$ cat config.mk
export PLATFORM = sky130hd
export DESIGN_NAME = hz_ctrl
export DESIGN_NICKNAME = d
export VERILOG_FILES = /design/src/rtl/hzc_pkg.sv /design/src/rtl/hz_src_match.sv /design/src/rtl/hz_stall_arb.sv /design/src/rtl/hz_ctrl.sv
export SDC_FILE = /design/constraint.sdc
export NUM_CORES = 1
export LEC_CHECK = 0
export ABC_AREA = 1
export BUFFER_PORTS_ARGS = -buffer_cell sky130_fd_sc_hd__buf_2
export CORE_MARGIN = 2
export CORE_UTILIZATION = 37
export DETAILED_ROUTE_END_ITERATION = 8
export GPL_TIMING_DRIVEN = 0
export PLACE_DENSITY = 0.78
export SYNTH_ARGS = -nofsm -noshare
export SYNTH_HDL_FRONTEND = slang
export SYNTH_HIERARCHICAL = 1
export SYNTH_SLANG_ARGS = --single-unit
export TNS_END_PERCENT = 5
$ cat constraint.sdc
create_clock -name clk -period 1.1 [get_ports clk]
set_input_delay 0.055 -clock clk [delete_from_list [all_inputs] [get_ports clk]]
set_output_delay 0.055 -clock clk [all_outputs]
set_load 0.005 [all_outputs]
$ cat src/rtl/hzc_pkg.sv
package hzc_pkg;

    // Number of register sources an instruction can read.
    localparam int unsigned SRC_CNT = 2;

    // Execute operand source select.
    typedef enum logic [1:0] {
        FWD_REG = 2'd0,
        FWD_MEM = 2'd1,
        FWD_WB  = 2'd2
    } fwd_sel_e;

    // Registered controller state: one select per source operand.
    typedef struct packed {
        fwd_sel_e [SRC_CNT-1:0] sel;
    } hz_state_t;

endpackage

$ cat src/rtl/hz_src_match.sv
module hz_src_match #(
    parameter int unsigned AW = 5
) (
    input  logic [AW-1:0] src_i,
    input  logic          src_en_i,
    input  logic [AW-1:0] ex_rd_i,
    input  logic          ex_we_i,
    input  logic [AW-1:0] mem_rd_i,
    input  logic          mem_we_i,
    output logic          hit_ex_o,
    output logic          hit_mem_o
);

    logic ex_live;
    logic mem_live;

    // A producer counts only if it writes a register other than zero.
    assign ex_live  = ex_we_i  && (ex_rd_i  != '0);
    assign mem_live = mem_we_i && (mem_rd_i != '0);

    assign hit_ex_o  = src_en_i && ex_live  && (ex_rd_i  == src_i);
    assign hit_mem_o = src_en_i && mem_live && (mem_rd_i == src_i);

endmodule

$ cat src/rtl/hz_stall_arb.sv
module hz_stall_arb (
    input  logic load_dep_i,
    input  logic port_clash_i,
    input  logic br_taken_i,
    output logic pc_hold_o,
    output logic pc_redirect_o,
    output logic fd_hold_o,
    output logic fd_squash_o,
    output logic ex_bubble_o
);

    logic redirect;

    always_comb begin
        // An interlocked branch stays in decode; its redirect waits.
        redirect      = br_taken_i && !load_dep_i;
        pc_redirect_o = redirect;
        fd_hold_o     = load_dep_i;
        ex_bubble_o   = load_dep_i;
        // Redirect replaces the program counter, so no hold is needed then.
        pc_hold_o     = load_dep_i || (port_clash_i && !redirect);
        // A hold keeps the decode instruction; otherwise a lost fetch or a
        // wrong-path fetch becomes a bubble.
        fd_squash_o   = !load_dep_i && (redirect || port_clash_i);
    end

endmodule

$ cat src/rtl/hz_ctrl.sv
module hz_ctrl
    import hzc_pkg::*;
#(
    parameter int unsigned AW = 5
) (
    input  logic          clk,
    input  logic          rst_n,
    input  logic          if_req,
    input  logic [AW-1:0] id_rs1,
    input  logic          id_rs1_en,
    input  logic [AW-1:0] id_rs2,
    input  logic          id_rs2_en,
    input  logic          id_branch,
    input  logic          id_taken,
    input  logic [AW-1:0] ex_rd,
    input  logic          ex_we,
    input  logic          ex_load,
    input  logic [AW-1:0] mem_rd,
    input  logic          mem_we,
    input  logic          mem_access,
    output logic [1:0]    fwd_a,
    output logic [1:0]    fwd_b,
    output logic          pc_hold,
    output logic          pc_redirect,
    output logic          fd_hold,
    output logic          fd_squash,
    output logic          ex_bubble
);

    logic [SRC_CNT-1:0][AW-1:0] src;
    logic [SRC_CNT-1:0]         src_en;
    logic [SRC_CNT-1:0]         hit_ex;
    logic [SRC_CNT-1:0]         hit_mem;
    logic                       load_dep;

    hz_state_t st_d;
    hz_state_t st_q;

    assign src    = {id_rs2, id_rs1};
    assign src_en = {id_rs2_en, id_rs1_en};

    for (genvar i = 0; i < SRC_CNT; i++) begin : g_src
        hz_src_match #(.AW(AW)) u_match (
            .src_i    (src[i]),
            .src_en_i (src_en[i]),
            .ex_rd_i  (ex_rd),
            .ex_we_i  (ex_we),
            .mem_rd_i (mem_rd),
            .mem_we_i (mem_we),
            .hit_ex_o (hit_ex[i]),
            .hit_mem_o(hit_mem[i])
        );
    end

    // A load result is not ready for a consumer one stage behind it.
    assign load_dep = ex_load && (|hit_ex);

    hz_stall_arb u_arb (
        .load_dep_i   (load_dep),
        .port_clash_i (mem_access && if_req),
        .br_taken_i   (id_branch && id_taken),
        .pc_hold_o    (pc_hold),
        .pc_redirect_o(pc_redirect),
        .fd_hold_o    (fd_hold),
        .fd_squash_o  (fd_squash),
        .ex_bubble_o  (ex_bubble)
    );

    // Selects are computed in decode: the execute producer moves to memory
    // and the memory producer moves to writeback at the same edge.
    always_comb begin
        st_d = st_q;
        for (int i = 0; i < SRC_CNT; i++) begin
            if (ex_bubble) begin
                st_d.sel[i] = FWD_REG;
            end else if (hit_ex[i]) begin
                st_d.sel[i] = FWD_MEM;
            end else if (hit_mem[i]) begin
                st_d.sel[i] = FWD_WB;
            end else begin
                st_d.sel[i] = FWD_REG;
            end
        end
    end

    always_ff @(posedge clk) begin
        if (!rst_n) begin
            st_q <= '0;
        end else begin
            st_q <= st_d;
        end
    end

    assign fwd_a = st_q.sel[0];
    assign fwd_b = st_q.sel[1];

endmodule

==> results.sh <==
export IMPL_status="finished, violations left"
export IMPL_violations="negative setup slack"
export IMPL_max_clock_freq_mhz=892
export IMPL_period_minus_slack_ps=1120
export IMPL_cts_root_buffer="clkbuf_4"
export IMPL_synthAdderAreaFrac=0
export IMPL_first_pass_iters=4
export IMPL_hp_class="in -> reg"
export IMPL_min_period_over_period=1.02
export IMPL_place_hpwl_microns=1400
export IMPL_crit_fanout=5
export IMPL_critical_path_class="in -> out"
export IMPL_cts_made_buffers=3
export IMPL_portBuffers=39
export IMPL_drt_iter0_markers=14
export IMPL_synth_simple_gate_area_share=0.606
export IMPL_area_growth_pct=62.4
export IMPL_track_usage=0.194
export IMPL_peakVddDrop_mv=0.287
export IMPL_finalHoldViolations=0
export IMPL_tightest_slew_ps=158
export IMPL_relSlewSlack=0.895
export IMPL_grt_pass1_wl_microns=3020
export IMPL_synth_compound_area_share=0.0482
export IMPL_drtAntennaViolNets=0
export IMPL_cp_end_kind="output port"
export IMPL_ys_seq_area_frac=0.129
export IMPL_hold_ws_ps=110
export IMPL_regArea_sq_um=80.1
export IMPL_grt_max_degree=7
export IMPL_syn_area_per_cell_sq_um=4.45
export IMPL_ys_warnings_count=6
export IMPL_finalSetupViolations=3
export IMPL_dieArea_sq_mm=0.00203
export IMPL_drc=0
export IMPL_synth_xor_area_frac=0
export IMPL_utilization=0.657
export IMPL_gp_routability_congestion=0.835
export IMPL_fin_ws_ps=-21.7
export IMPL_fin_nets=215
export IMPL_synth_fp_nets=171
export IMPL_max_cap_violations=0
export IMPL_synth_top_family_by_area="simple AND/OR/NAND/NOR gates"
export IMPL_clk_path_buf_depth=2
export IMPL_avgViaCountPerCell=4.58
export IMPL_muxShareOfSynthArea=0
export IMPL_netlist_instances=140
export IMPL_io_pins=40
export IMPL_rows=14
export IMPL_wl_per_cell_microns=9.77
export IMPL_diodes=0
export IMPL_multi_input_area_sq_um=479
export IMPL_num_vias=907
export IMPL_grt_overflow=0
export IMPL_grt_pass1_vias=803
export IMPL_synth_seq_cells=4
export IMPL_drv_slew=0
export IMPL_nFillCells=143
export IMPL_cts_num_sinks=4
export IMPL_cellLeakagePower_nw=0.632
export IMPL_cts_max_level=1
export IMPL_die_w_microns=45.0
export IMPL_clkTransAtPathRegs_ps=40
export IMPL_die_h_microns=45.0
export IMPL_cp_arrival_ps=1070
export IMPL_dpl_cell_area_sq_um=841
export IMPL_cts_tree="yes"
export IMPL_power_density_mw_per_mm2=601
export IMPL_antenna_found_initial=0
export IMPL_stdcell_area_sq_mm=0.00101
export IMPL_routed_wl_microns=1940
export IMPL_layout_drive_gt1_share=0.423
export IMPL_core_sq_mm=0.00154
export IMPL_cp_start_kind="input pin"
export IMPL_syn_area_sq_um=623
export IMPL_cp_required_ps=1040
export IMPL_rsz0062_at_grt="true"
export IMPL_ys_types=10
export IMPL_start_util=0.404
-- synthesized netlist by cell type, drive strengths merged --
cell type  number  area share
nand3           8       0.064
inv            32        0.19
nor2           29        0.18
nand2          59        0.36
dfxtp           4        0.13
a21oi           6       0.048
buf             2       0.024
-- kinds of logic after synthesis --
group                  count (synthesis)
AND/OR/NAND/NOR                       96
buffers and inverters                 34
flip-flops                             4
AO/OA/AOI/OAI                          6
-- through the flow --
step           power [mW]  setup TNS (ps)  worst slack, ps  std cells
5_1_grt             0.660            -420             -117        198
6_report            0.608           -41.5            -21.7        198
2_1_floorplan       0.268               0             63.2        140
3_5_place_dp        0.370           -1410             -240        195
4_1_cts             0.569            -241            -67.5        198
3_3_place_gp        0.366           -1130             -207        195
-- where the power goes --
group / internal (mW) / switching, mW / leakage [nW]
Clock: 0.122 / 0.0564 / 0.0138
Sequential: 0.147 / 0.000182 / 0.0322
Combinational: 0.132 / 0.151 / 0.586
-- final cells by class --
cell class | instances | share of cell area
Buffer | 2 | 0.0148
Clock buffer | 3 | 0.0222
Inverter | 32 | 0.119
Multi-Input combinational cell | 102 | 0.473
Sequential cell | 4 | 0.0791
Tap cell | 16 | 0.0198
Timing Repair Buffer | 39 | 0.272
-- registers in the layout, indices dropped and copies added, names as in the netlist --
signal / count
fwd_b: 2
fwd_a: 2
-- layout by cell type (no fill, tap or decap) --
master,netlist,final
nand2_1,58,52
buf_2,0,27
nor2_1,27,21
inv_1,30,19
inv_2,2,13
buf_6,0,8
nand2_2,1,7
nand3_1,8,6
nor2_4,0,4
dfxtp_1,4,4
nor2_2,2,4
buf_4,2,4
clkbuf_4,0,3
a21oi_2,0,3
a21oi_1,6,3
nand3_2,0,2
buf_8,0,1
buf_12,0,1
-- worst paths after layout --
| path | startpoint | endpoint | cells after the start |
|---|---|---|---|
| setup / recovery | ex_rd[4] | ex_bubble | 10 |
| hold / removal | rst_n | fwd_b[0] | 3 |
-- routing by layer --
| metal | global-route usage | wire (microns) |
|---|---|---|
| met5 | 0 | 0 |
| met4 | 0.0647 | 20 |
| met3 | 0.0280 | 73 |
| met2 | 0.340 | 994 |
| met1 | 0.240 | 846 |
-- worst max-delay path, stage by stage --
cell,delay [ps]
buf_2,140
nand2_2,60
nand2_1,60
nor2_2,100
nand3_2,110
nor2_4,140
nor2_4,60
nor2_4,120
buf_4,140
buf_6,90
-- timing repair --
item,CTS,global route
setup buffers,0,0
hold buffers,0,0
pin swaps,14,15
gates resized for setup,19,33
setup endpoints to repair,9,9
Power figures use the tool's default switching activity.
